$ cat src/rtl/irq_pkg.sv
package irq_pkg;

  typedef struct packed {
    logic x;
    logic i;
  } mask_t;

  typedef enum logic [1:0] {
    UPD_NONE  = 2'd0,
    UPD_SW    = 2'd1,
    UPD_RSTR  = 2'd2,
    UPD_ENTRY = 2'd3
  } upd_e;

  localparam mask_t MASK_RESET = '{x: 1'b1, i: 1'b1};

endpackage

$ cat src/rtl/irq_sync.sv
module irq_sync #(
  parameter int STAGES = 2
) (
  input  logic clk,
  input  logic rst_n,
  input  logic d_i,
  output logic q_o
);
  logic [STAGES-1:0] chain_q;

  generate
    for (genvar s = 0; s < STAGES; s++) begin : g_stage
      if (s == 0) begin : g_first
        always_ff @(posedge clk or negedge rst_n) begin
          if (!rst_n) chain_q[0] <= 1'b0;
          else        chain_q[0] <= d_i;
        end
      end else begin : g_next
        always_ff @(posedge clk or negedge rst_n) begin
          if (!rst_n) chain_q[s] <= 1'b0;
          else        chain_q[s] <= chain_q[s-1];
        end
      end
    end
  endgenerate

  assign q_o = chain_q[STAGES-1];
endmodule

$ cat src/rtl/irq_prio.sv
module irq_prio #(
  parameter int N  = 8,
  parameter int IW = 3
) (
  input  logic [N-1:0]  req_i,
  output logic          any_o,
  output logic [IW-1:0] idx_o
);
  always_comb begin
    any_o = 1'b0;
    idx_o = '0;
    for (int k = N - 1; k >= 0; k--) begin
      if (req_i[k]) begin
        any_o = 1'b1;
        idx_o = IW'(k);
      end
    end
  end
endmodule

$ cat src/rtl/irq_mask_regs.sv
module irq_mask_regs
  import irq_pkg::*;
(
  input  logic  clk,
  input  logic  rst_n,
  input  logic  take_i,
  input  logic  take_hp_i,
  input  logic  sw_wr_i,
  input  logic  sw_x_i,
  input  logic  sw_ibit_i,
  input  logic  rstr_i,
  input  logic  rstr_x_i,
  input  logic  rstr_ibit_i,
  output mask_t mask_o
);
  mask_t mask_q, mask_d;
  upd_e  upd;

  always_comb begin
    if (take_i)       upd = UPD_ENTRY;
    else if (rstr_i)  upd = UPD_RSTR;
    else if (sw_wr_i) upd = UPD_SW;
    else              upd = UPD_NONE;
  end

  always_comb begin
    mask_d = mask_q;
    unique case (upd)
      UPD_ENTRY: begin
        mask_d.i = 1'b1;
        mask_d.x = mask_q.x | take_hp_i;
      end
      UPD_RSTR: begin
        mask_d.x = rstr_x_i;
        mask_d.i = rstr_ibit_i;
      end
      UPD_SW: begin
        mask_d.x = mask_q.x & sw_x_i;
        mask_d.i = sw_ibit_i;
      end
      default: mask_d = mask_q;
    endcase
  end

  always_ff @(posedge clk or negedge rst_n) begin
    if (!rst_n) mask_q <= MASK_RESET;
    else        mask_q <= mask_d;
  end

  assign mask_o = mask_q;
endmodule

$ cat src/rtl/irq_mask_arb.sv
module irq_mask_arb
  import irq_pkg::*;
#(
  parameter int NSRC        = 8,
  parameter int SYNC_STAGES = 2,
  localparam int IW         = (NSRC > 1) ? $clog2(NSRC) : 1
) (
  input  logic            clk,
  input  logic            rst_n,
  input  logic            hp_req_i,
  input  logic [NSRC-1:0] mreq_i,
  input  logic [NSRC-1:0] men_i,
  input  logic            boundary_i,
  input  logic            sw_wr_i,
  input  logic            sw_x_i,
  input  logic            sw_ibit_i,
  input  logic            rstr_i,
  input  logic            rstr_x_i,
  input  logic            rstr_ibit_i,
  output logic            take_o,
  output logic [IW-1:0]   win_idx_o,
  output logic            win_hp_o,
  output logic            mask_x_o,
  output logic            mask_ibit_o
);
  logic            hp_sync;
  logic            hp_elig;
  logic [NSRC-1:0] m_elig;
  logic            m_any;
  logic [IW-1:0]   m_idx;
  mask_t           mask;

  irq_sync #(.STAGES(SYNC_STAGES)) u_sync (
    .clk   (clk),
    .rst_n (rst_n),
    .d_i   (hp_req_i),
    .q_o   (hp_sync)
  );

  assign hp_elig = hp_sync & ~mask.x;
  assign m_elig  = mreq_i & men_i & {NSRC{~mask.i}};

  irq_prio #(.N(NSRC), .IW(IW)) u_prio (
    .req_i (m_elig),
    .any_o (m_any),
    .idx_o (m_idx)
  );

  assign take_o    = boundary_i & (hp_elig | m_any);
  assign win_hp_o  = hp_elig;
  assign win_idx_o = hp_elig ? '0 : m_idx;

  irq_mask_regs u_regs (
    .clk         (clk),
    .rst_n       (rst_n),
    .take_i      (take_o),
    .take_hp_i   (hp_elig),
    .sw_wr_i     (sw_wr_i),
    .sw_x_i      (sw_x_i),
    .sw_ibit_i   (sw_ibit_i),
    .rstr_i      (rstr_i),
    .rstr_x_i    (rstr_x_i),
    .rstr_ibit_i (rstr_ibit_i),
    .mask_o      (mask)
  );

  assign mask_x_o    = mask.x;
  assign mask_ibit_o = mask.i;
endmodule

$ cat config.mk
export PLATFORM = sky130hd
export DESIGN_NAME = irq_mask_arb
export DESIGN_NICKNAME = d
export VERILOG_FILES = /design/src/rtl/irq_pkg.sv /design/src/rtl/irq_sync.sv /design/src/rtl/irq_prio.sv /design/src/rtl/irq_mask_regs.sv /design/src/rtl/irq_mask_arb.sv
export SDC_FILE = /design/constraint.sdc
export NUM_CORES = 1
export LEC_CHECK = 0
export ABC_AREA = 1
export BUFFER_PORTS_ARGS = -buffer_cell sky130_fd_sc_hd__buf_2
export CAP_MARGIN = 20
export CORE_MARGIN = 8
export CORE_UTILIZATION = 35
export DETAILED_ROUTE_END_ITERATION = 10
export GPL_TIMING_DRIVEN = 0
export PLACE_DENSITY = 0.73
export SYNTH_ARGS = -nofsm -noshare
export SYNTH_HDL_FRONTEND = slang
export SYNTH_HIERARCHICAL = 1
export SYNTH_SLANG_ARGS = --single-unit
$ cat constraint.sdc
create_clock -name clk -period 2 [get_ports clk]
set_clock_uncertainty 0.15 [all_clocks]
set_input_delay 0.3 -clock clk [delete_from_list [all_inputs] [get_ports clk]]
set_output_delay 0.3 -clock clk [all_outputs]
set_load 0.005 [all_outputs]
[Yosys cells after proc, flatten, opt, wreduce, memory -nomap -nowiden]
Index checks and enable logic that the tools add are counted.
Widths: inputs -> output; s select.
Storage, ports and cells
  register bits: 4
  logic and storage cells: 38
Cells by class
  eq/ne operators: 3
  multiplexer cells: 21
  bitwise logic cells: 9
  reduce and logical (&&, ||, !) cells: 1
Operators with widths (count)
  $mux 3: 9
  $and 8x8->8: 2
  $mux 1: 9
  $pmux 2 s3: 1
  $eq 2x2->1 const B: 2
  $mux 2: 2
  $and 1x1->1: 3
  $reduce_bool 3->1: 1
  $eq 2x1->1 const B: 1
  $not 1->1: 2
  $or 1x1->1: 2

[Logic depth before layout (Yosys ltp)]
Gate-level depths: netlist of the first run.
  depth in word-level cells: 15
  mapped depth: 15

[Hierarchy]
The synthesis of the first run kept the hierarchy.
By module, submodules not included
  irq_mask_regs: times used 1, cells an instance 27, area each 180.2 sq um
  irq_mask_arb: times used 1, cells an instance 29, area each 127.6 sq um
  irq_prio: times used 1, cells an instance 22, area each 98.8 sq um
  irq_sync: times used 1, cells an instance 2, area each 50.0 sq um

[Worst setup path after synthesis of the first run]
OpenSTA, ideal clock, no wires.
  path kind: reg2reg
  start: reg u_regs.mask_q, in the netlist u_regs/mask_o[0]
  end: reg u_regs.mask_q, in the netlist u_regs/mask_o[1]
  data arrival time: 1.960 ns
  required time: 1.790 ns
  path slack: -0.170 ns
  cell stages (with the launch flop): 15
  buffers on the path: 1
  cells stage by stage: dfstp_2 buf_6 nor2_1 or2_1 nor3_2 nand2_1 inv_1 a21oi_1 nor2_1 ha_1 inv_1 nand2_1 nand2_1 nand2_1 nand2_1
On the way
  word-level cells in the longest chain between the ends: 15
  elaborated cells on any way between the ends: 18
  those cells by class: 3 x eq/ne; 10 x mux; 4 x bitwise; 1 x reduce/logical
RTL lines
  start, declared: RTL line irq_mask_regs.sv:16  | mask_t mask_q, mask_d;
  start signal, assigned: RTL line irq_mask_regs.sv:47  | else mask_q <= mask_d;
  $not 1->1 *: RTL line irq_mask_arb.sv:41  | assign m_elig = mreq_i & men_i & {NSRC{~mask.i}};
  $and 8x8->8 *: RTL line irq_mask_arb.sv:41
  via m_elig[7]: RTL line irq_mask_arb.sv:28  | logic [NSRC-1:0] m_elig;
  $mux 1 * (8 in a row): RTL line irq_prio.sv:13  | if (req_i[k]) begin
  via m_any: RTL line irq_mask_arb.sv:29  | logic m_any;
  $or 1x1->1 *: RTL line irq_mask_arb.sv:49  | assign take_o = boundary_i & (hp_elig | m_any);
  $and 1x1->1 *: RTL line irq_mask_arb.sv:49
  via take_o: RTL line irq_mask_arb.sv:20  | output logic take_o,
  $mux 2 *: RTL line irq_mask_regs.sv:20  | if (take_i) upd = UPD_ENTRY;
  $eq 2x1->1 or $eq 2x2->1 (tied branches): RTL line irq_mask_regs.sv:28  | unique case (upd)
  $pmux 2 s3 or $reduce_bool 3->1 (tied branches)
The timed path passes the listed nets; every way through them passes the cells marked *.
A chain may end at the register's enable or synchronous reset.

[Final worst setup path of the first run]
  start: reg u_regs.mask_q, in the netlist u_regs/mask_o[0]
  end: reg u_regs.mask_q, in the netlist u_regs/mask_o[1]
On the way
  elaborated cells on any way between the ends: 18
  those cells by class: 3 x eq/ne; 10 x mux; 4 x bitwise; 1 x reduce/logical
RTL lines (RTL line)
  $not 1->1 *: irq_mask_arb.sv:41
  $and 8x8->8 *: irq_mask_arb.sv:41
  via m_elig[6]: irq_mask_arb.sv:28
  $mux 1 * (7 in a row): irq_prio.sv:13
  via m_any: irq_mask_arb.sv:29
  $or 1x1->1 *: irq_mask_arb.sv:49
  $and 1x1->1 *: irq_mask_arb.sv:49
  $mux 2 *: irq_mask_regs.sv:20
  $eq 2x1->1 or $eq 2x2->1 (tied branches): irq_mask_regs.sv:28
  $pmux 2 s3 or $reduce_bool 3->1 (tied branches)
Marked as above.

==> results of run 1 <==
[kinds of logic after synthesis]
kind of cell	count (synthesis)	synth area share [%]
AO/OA/AOI/OAI	4	5.48
adder cells (fa/ha/maj)	3	8.22
AND/OR/NAND/NOR	48	44.9
flip-flops	4	22.5
buffers and inverters	21	18.9
[synth_stat cells (all sizes together)]
cell type	n
a21oi	3
a31oi	1
dfrtp	2
or2	1
nor3	1
dfstp	2
inv	20
nand4	1
nand3	3
nor2	16
buf	1
ha	3
nand2	26
[final cells by class]
cell class | instances | area [um^2]
Fill cell | 136 | 480
Multi-Input combinational cell | 55 | 332
Timing Repair Buffer | 39 | 218
Sequential cell | 4 | 103
Inverter | 20 | 75.1
Clock buffer | 4 | 26.3
Tap cell | 15 | 18.8
[layer usage]
layer	vias to the layer above	global-route usage [%]
met3	4	2.28
met4	0	7.96
met1	264	11.7
li1	315	-
met2	17	18.2
met5	-	0
[timing repair]
action,CTS,global route
endpoints found under the hold margin,4,1
pin swaps,11,3
setup endpoints to repair,6,6
setup buffers,5,0
resized for setup,14,0
hold buffers,1,1
[flip-flops by register name (all words and copies together) (netlist names)]
name            count
u_regs/mask_o       2
u_sync/chain_q      1
u_sync/q_o          1
[final timing paths]
kind / startpoint / endpoint / cells past startpoint
worst min register to register: u_sync/chain_q[0] / u_sync/q_o / 0
worst min-delay path: u_sync/chain_q[0] / u_sync/q_o / 0
max in group asynchronous: rst_n / u_regs/mask_o[0] / 2
min in group asynchronous: rst_n / u_sync/q_o / 2
worst max register to register: u_regs/mask_o[0] / u_regs/mask_o[1] / 13
worst max-delay path: u_regs/mask_o[0] / u_regs/mask_o[1] / 13
[power breakdown]
group	leakage, nW	internal (mW)	switching [mW]
Combinational	0.377	0.219	0.242
Clock	0.0150	0.0750	0.0352
Sequential	0.0443	0.118	0.0269
[worst reg2reg max path, delay by kind of cell, from the launching register on]
family | cells | cell delay [ns]
buffers and inverters | 2 | 0.14
adder cells (fa/ha/maj) | 1 | 0.16
flip-flops | 1 | 0.58
AO/OA/AOI/OAI | 2 | 0.25
AND/OR/NAND/NOR | 8 | 0.83
==> impl_metrics.csv, run 1 <==
group,metric,value,unit
run_status,status,"finished, violations left",
run_status,violations,"setup timing",
cts,cts_buffers,3,
synthesis,syn_nets,109,
setup_path,crit_buf_inv,2,
finish,antenna_cells,0,
global_routing,track_usage,10.9,%
drt,wl_met1,524,um
cts,clkLatencyLatePin,0.24,ns
drt,drtIter0Drc,9,
cts,tritoncts,"done",
setup_path,critPathMaxFanout,5,
setup_path,rrSetupSlack,-0.15,ns
finish,final_util,61.6,%
setup_path,crit_type,"reg -> reg",
finish,final_cell_mix,"32 x buf_2, 25 x nand2_1, 14 x inv_1, 10 x nor2_1, 6 x inv_2",
timing,fin_crit_sh,108,%
setup_path,end_kind,"flip-flop",
cts,clock_path_buffers,2,
finish,drive_above_1_share,50.8,%
timing,hold_viol,0,
setup_path,max_stage_delay,0.58,ns
synthesis,seq_area_frac_synth,22.5,%
die,design.die.area,2720,um^2
placed_design,pre_cts_slack,-0.288,ns
timing,finalSetupViolations,5,
setup_path,cpMostUsedCell,"nand2_1",
synthesis,synth_top_area_share,20.5,%
power,leakage,0.437,nW
global_routing,antenna_found_initial,0,
finish,finalNetCount,152,
finish,fin_cells,137,
timing,whs,0.195,ns
timing,slew_headroom,86.9,%
synthesis,ys_seq_elements,4,
cts,cts_htree_levels,1,
timing,finalWorstSetupSlack,-0.153,ns
finish,fin_area,772,um^2
placed_design,io_buffers,32,
synthesis,ys_types,17,
timing,final-max-slew-violation-count,0,
drt,drc,0,
die,die_w,52.1,um
drt,wl_met2,734,um
synthesis,syn_area,457,um^2
drt,drt_pass1_iterations,4,
finish,syn_to_final_growth,69.0,%
cts,cts_root_buf,"clkbuf_4",
die,core,1250,um^2
synthesis,ys_warn_count,6,
timing,rsz0062_at_grt,"true",
cts,clk_pin_slew,0.04,ns
setup_path,critical_path.slowest_cell,"dfstp_2",
setup_path,required,2.01,ns
power,power.density,928,nW/um^2
synthesis,yosys.area.top_type,"nand2_1",
placed_design,dpl.hpwl,1010,um
setup_path,cpLargestDelayFamily,"simple AND/OR/NAND/NOR gates",
placed_design,place_congestion,0.779,
timing,worst_slew_pin_slew,0.197,ns
placed_design,placed_area,639,um^2
drt,ant_nets,0,
finish,final_common_cell,"buf_2",
placed_design,dp.cells,127,
synthesis,avgSynthCellArea,5.71,um^2
drt,drt-total-wl,1410,um
synthesis,synth_area_leaders,"nand2_1 21%, inv_1 14%, dfstp_2 12%",
global_routing,grt_pass1_vias,589,
power,finalPower,717,uW
setup_path,path_cells,"nor2_2 > or2_1 > nor3_2 > nand2_1 > inv_2 > a21oi_4 > a21oi_4 > inv_2 > ha_4 > nand2_1 > nand3_1 > nand2_1 > nand2_1",
die,io_pins,33,
drt,vias,600,
timing,tns,-0.504,ns
drt,wl_met3,113,um
synthesis,syn_inst,80,
setup_path,cp-start-kind,"flip-flop",
die,die_h,52.1,um
global_routing,grt_remaining_overflow,0,
setup_path,crit_arrival,2.16,ns
global_routing,grt_pass1_wl,2350,um
worst_hold_path,hold_path_class,"reg -> reg",
cts,clock-sinks,4,
run,cap_violations,0,
die,initial_core_util,36.5,%
timing,clock.fmax,464,MHz
timing,fin_crit,2.15,ns
die,rows,13,
drt,via_per_inst,4.38,
drt,highest_layer,"met4",
global_routing,grt_max_degree,6,
drt,routedWlPerCell,10.3,um
power,peakVddDrop,0.506,mV
Note: power is estimated with default switching activity, not from simulation.
==> run 2, diff against run 1 <==
Settings changed: CORE_AREA set to 8 8 45 47, CORE_MARGIN 8 to unset, CORE_UTILIZATION 35 to unset, DIE_AREA set to 0 0 53 55, PLACE_DENSITY 0.73 to 0.69.
Clock period 2 ns to 2.1 ns, I/O delays scaled along.
==> impl_metrics.csv, run 2 (synthesis results as in run 1) <==
group,metric,value,unit
cts,clkLatencyLatePin,0.23,ns
worst_hold_path,hold_depth,1,
timing,slew_headroom,86.1,%
timing,finalWorstSetupSlack,-0.00165,ns
global_routing,grt_remaining_overflow,0,
power,p_int,390,uW
setup_path,r2r_end,"u_regs/mask_o[1]",
drt,drt_pass1_iterations,4,
cts,cts_buffers,3,
drt,ant_nets,0,
setup_path,critPathMaxFanout,5,
power,p_comb_share,64.0,%
setup_path,crit_arrival,2.12,ns
setup_path,end_kind,"flip-flop",
timing,rsz0062_at_grt,"true",
power,p_switching,285,uW
die,rows,14,
timing,tns,-0.00165,ns
finish,antenna_cells,0,
placed_design,placed_area,641,um^2
timing,whs,0.0359,ns
drt,drc,0,
power,clockPowerShare,15.4,%
run,cap_violations,0,
finish,fin_area,766,um^2
finish,final_common_cell,"buf_2",
cts,cts_root_buf,"clkbuf_4",
setup_path,cp-start-kind,"flip-flop",
timing,final-max-slew-violation-count,0,
global_routing,grt_pass1_vias,539,
cts,clock-sinks,4,
worst_hold_path,hold_path_class,"in -> reg",
power,swShare,42.3,%
global_routing,grt_pass1_wl,1990,um
die,die_h,55,um
power,power.density,882,nW/um^2
timing,clock.fmax,476,MHz
drt,drtIter0Drc,7,
die,initial_core_util,33.0,%
finish,final_cell_mix,"32 x buf_2, 24 x nand2_1, 14 x inv_1, 9 x nor2_1, 6 x inv_2",
setup_path,r2r_start,"u_regs/mask_o[0]",
timing,fin_crit,2.10,ns
finish,drive_above_1_share,52.5,%
setup_path,required,2.12,ns
power,peakVddDrop,0.531,mV
placed_design,io_buffers,32,
cts,tritoncts,"done",
drt,via_per_inst,4.15,
global_routing,antenna_found_initial,0,
drt,drt-total-wl,1240,um
setup_path,r2r_cells,15,
power,sequentialPowerShare,20.6,%
finish,largest_register_ffs,2,
run_status,violations,"setup timing",
placed_design,dp.cells,128,
cts,cts_htree_levels,1,
finish,finalNetCount,150,
timing,finalSetupViolations,1,
placed_design,dpl.hpwl,979,um
finish,num-fill-cells,137,
power,leakage,0.426,nW
worst_hold_path,hold_end,"u_sync/chain_q[0]",
setup_path,crit_type,"reg -> reg",
setup_path,rrSetupSlack,-0.002,ns
die,core,1380,um^2
cts,clock_path_buffers,2,
finish,syn_to_final_growth,67.7,%
placed_design,place_congestion,0.738,
drt,routedWlPerCell,9.09,um
die,die_w,53,um
timing,hold_viol,0,
run_status,status,"finished, violations left",
timing,worst_slew_pin_slew,0.207,ns
worst_hold_path,worstHoldStart,"hp_req_i",
global_routing,grt_max_degree,6,
timing,fin_crit_sh,100,%
die,design.die.area,2920,um^2
cts,clk_pin_slew,0.04,ns
die,io_pins,33,
drt,vias,564,
finish,fin_cells,136,
global_routing,track_usage,8.76,%
==> run 2: worst max path at each step <==
stage | endpoint | start | slack [ns]
after CTS | u_regs/mask_o[1] | u_regs/mask_o[0] | -0.10
after detailed placement | u_regs/mask_o[1] | u_regs/mask_o[0] | -0.17
final | u_regs/mask_o[1] | u_regs/mask_o[0] | -0.002
after global routing | u_regs/mask_o[1] | u_regs/mask_o[0] | -0.14
after global placement | u_regs/mask_o[1] | u_regs/mask_o[0] | -0.16
after floorplan | u_regs/mask_o[1] | u_regs/mask_o[0] | -0.03
==> run 2: through the flow <==
| step | power (mW) | setup slack, ns | util [%] |
|---|---|---|---|
| 2_1_floorplan | 0.376 | -0.0329 | - |
| 3_3_place_gp | 0.480 | -0.165 | 46.3 |
| 3_5_place_dp | 0.483 | -0.168 | 46.3 |
| 4_1_cts | 0.694 | -0.104 | 55.4 |
| 5_1_grt | 0.739 | -0.139 | 55.3 |
| 6_report | 0.675 | -0.00165 | 55.3 |
==> run 2: cell type report <==
type / count / area [um^2] / share of cell area, %
flip-flops and latches: 4 / 103 / 13.4
multi-input cells: 55 / 342 / 44.6
clock buffers: 4 / 26.3 / 3.43
inverters: 20 / 75.1 / 9.80
well taps: 16 / 20.0 / 2.61
repair buffers: 37 / 200 / 26.1
==> run 2: timing repair <==
item                       in CTS  in global routing
buffers inserted                4                  0
resized for setup              13                  4
setup endpoints to repair       3                  5
pin swaps                      10                  9
hold endpoints to repair        4                  0
hold buffers                    1                  0
==> run 2: routing by layer <==
layer / track usage, % / vias up / wire (um)
met5: 0 / - / 0
met4: 5.17 / 0 / 7
met3: 2.41 / 2 / 153
met2: 14.6 / 26 / 552
met1: 9.77 / 223 / 522
li1: - / 313 / -
==> run 2: power groups by stage <==
stage	combinational, mW	sequential, mW	clock [mW]
after detailed placement	0.353	0.130	0
after CTS	0.460	0.126	0.108
after global routing	0.485	0.143	0.112
after floorplan	0.246	0.130	0
final	0.432	0.139	0.104
after global placement	0.351	0.130	0
==> run 2: worst max-delay path: stages (launching register included) <==
cell	delay [ns]
dfstp_2	0.58
buf_4	0.15
nor2_1	0.04
inv_1	0.08
nand4_1	0.12
inv_1	0.07
nand2_1	0.06
inv_2	0.07
a21oi_4	0.07
a21oi_4	0.17
ha_4	0.24
inv_2	0.05
nand2_1	0.04
nand2_1	0.05
nand2_1	0.05
nand2_1	0.05
==> run 3, diff against run 2 <==
Clock period 2.1 ns to 2.5 ns, I/O delays scaled along.
==> impl_metrics.csv, run 3 (synthesis results as in run 1) <==
group,metric,value,unit
run_status,status,"completed",
timing,whs,0.0971,ns
cts,cts_htree_levels,1,
worst_hold_path,hold_depth,1,
cts,postCtsSetupBuffers,0,
setup_path,cp-start-kind,"flip-flop",
cts,cts_buffers,3,
finish,final_common_cell,"buf_2",
die,die_w,53,um
placed_design,pre_cts_slack,0.212,ns
timing,finalWorstSetupSlack,0.209,ns
timing,worst_slew_pin_slew,0.303,ns
setup_path,r2r_start,"u_regs/mask_o[0]",
timing,tns,0,ns
cts,clock-sinks,4,
finish,fin_cells,133,
setup_path,rrSetupSlack,0.21,ns
drt,drc,0,
run,cap_violations,0,
setup_path,critPathMaxFanout,8,
global_routing,grt_max_degree,9,
setup_path,r2r_cells,14,
cts,tritoncts,"done",
power,peakVddDrop,0.376,mV
setup_path,cpMostUsedCell,"nand2_1",
drt,ant_nets,0,
worst_hold_path,hold_path_class,"in -> reg",
die,die_h,55,um
placed_design,dpl.hpwl,989,um
setup_path,crit_path_end,"u_regs/mask_o[1]",
setup_path,critPathLaunch,"u_regs/mask_o[0]",
finish,antenna_cells,0,
die,core,1380,um^2
placed_design,placed_area,637,um^2
finish,num-fill-cells,153,
die,io_pins,33,
placed_design,place_congestion,0.745,
global_routing,track_usage,8.27,%
finish,fin_area,676,um^2
die,initial_core_util,33.0,%
global_routing,grt_remaining_overflow,0,
drt,drt_pass1_iterations,3,
drt,via_per_inst,4.26,
cts,clkLatencyLatePin,0.23,ns
timing,slew_headroom,79.8,%
setup_path,crit_type,"reg -> reg",
timing,fin_crit_sh,91.7,%
finish,final_cell_mix,"32 x buf_2, 25 x nand2_1, 17 x inv_1, 12 x nor2_1, 4 x nor2_2",
setup_path,crit_arrival,2.31,ns
global_routing,grt_pass1_wl,1860,um
global_routing,grt_pass1_vias,537,
setup_path,path_cells,"buf_6 > nor2_1 > or2_1 > nor3_2 > nand2_1 > inv_1 > a21oi_1 > a21oi_2 > ha_1 > inv_1 > nand2_1 > nand2_1 > nand2_1 > nand2_1",
timing,clock.fmax,436,MHz
setup_path,required,2.52,ns
cts,cts_root_buf,"clkbuf_4",
cts,clock_path_buffers,2,
finish,syn_to_final_growth,47.9,%
timing,finalSetupViolations,0,
setup_path,cpLargestDelayFamily,"simple AND/OR/NAND/NOR gates",
placed_design,io_buffers,32,
finish,finalNetCount,147,
timing,fin_crit,2.29,ns
power,leakage,0.414,nW
setup_path,max_stage_delay,0.54,ns
die,rows,14,
drt,routedWlPerCell,8.41,um
global_routing,antenna_found_initial,0,
setup_path,r2r_end,"u_regs/mask_o[1]",
drt,drt-total-wl,1120,um
drt,vias,566,
timing,hold_viol,0,
placed_design,dp.cells,128,
setup_path,crit_buf_inv,3,
power,power.density,720,nW/um^2
finish,drive_above_1_share,41.0,%
setup_path,critical_path.slowest_cell,"dfstp_2",
drt,drtIter0Drc,7,
setup_path,end_kind,"flip-flop",
timing,rsz0062_at_grt,"true",
finish,largest_register_ffs,2,
cts,clk_pin_slew,0.04,ns
setup_path,cp_num_cells,14,
die,design.die.area,2920,um^2
timing,final-max-slew-violation-count,0,
-- run 3: cell count changes in the layout (fill, tap and decap cells not counted), moves of 2 or more --
| cell | previous run | this run |
|---|---|---|
| a21oi_4 | 2 | 0 |
| buf_4 | 4 | 0 |
| ha_1 | 0 | 3 |
| ha_4 | 2 | 0 |
| inv_1 | 14 | 17 |
| inv_2 | 6 | 3 |
| nor2_1 | 9 | 12 |
| nor2_4 | 2 | 0 |
-- run 3: what timing repair did --
| action | in CTS | in global routing |
|---|---|---|
| resized for setup | 0 | 1 |
| endpoints found under the hold margin | 4 | 0 |
| hold buffers | 1 | 0 |
| endpoints found under the setup margin | 0 | 2 |
-- run 3: how the worst min path moves through the flow --
stage / start / endpoint / slack [ns]
2_1_floorplan: rst_n / u_sync/chain_q[0] / -0.07
4_1_cts: hp_req_i / u_sync/chain_q[0] / 0.09
5_1_grt: hp_req_i / u_sync/chain_q[0] / 0.08
3_3_place_gp: rst_n / u_sync/chain_q[0] / 0.03
3_5_place_dp: rst_n / u_sync/chain_q[0] / 0.03
6_report: hp_req_i / u_sync/chain_q[0] / 0.1
-- run 3: area by class of cell --
type                    count  area [um^2]  share of cell area [%]
multi-input cells          55          270                    40.0
well taps                  16         20.0                    2.96
plain buffers               1         11.3                    1.67
flip-flops and latches      4          103                    15.2
repair buffers             33          170                    25.2
clock buffers               4         26.3                    3.89
inverters                  20         75.1                    11.1
-- run 3: per-layer routing --
metal | track usage, % | wire length, um | vias to the layer above
met3 | 4.01 | 155 | 0
met1 | 7.65 | 416 | 240
met2 | 14.5 | 547 | 21
met4 | 5.17 | 0 | 0
li1 | - | - | 305
met5 | 0 | 0 | -
-- run 3: power by group --
| part | internal [mW] | total, mW | switching, mW | leakage [nW] |
|---|---|---|---|---|
| Clock | 0.0599 | 0.0861 | 0.0262 | 0.0150 |
| Sequential | 0.0942 | 0.108 | 0.0139 | 0.0443 |
| Combinational | 0.133 | 0.292 | 0.159 | 0.354 |
| Total | 0.287 | 0.486 | 0.199 | 0.414 |
-- run 3: per-stage QoR --
| stage | power [mW] | utilization [%] |
|---|---|---|
| 6_report | 0.486 | 48.8 |
| 5_1_grt | 0.551 | 48.8 |
| 3_3_place_gp | 0.403 | 46.0 |
| 2_1_floorplan | 0.312 | - |
| 4_1_cts | 0.496 | 48.6 |
| 3_5_place_dp | 0.403 | 46.0 |
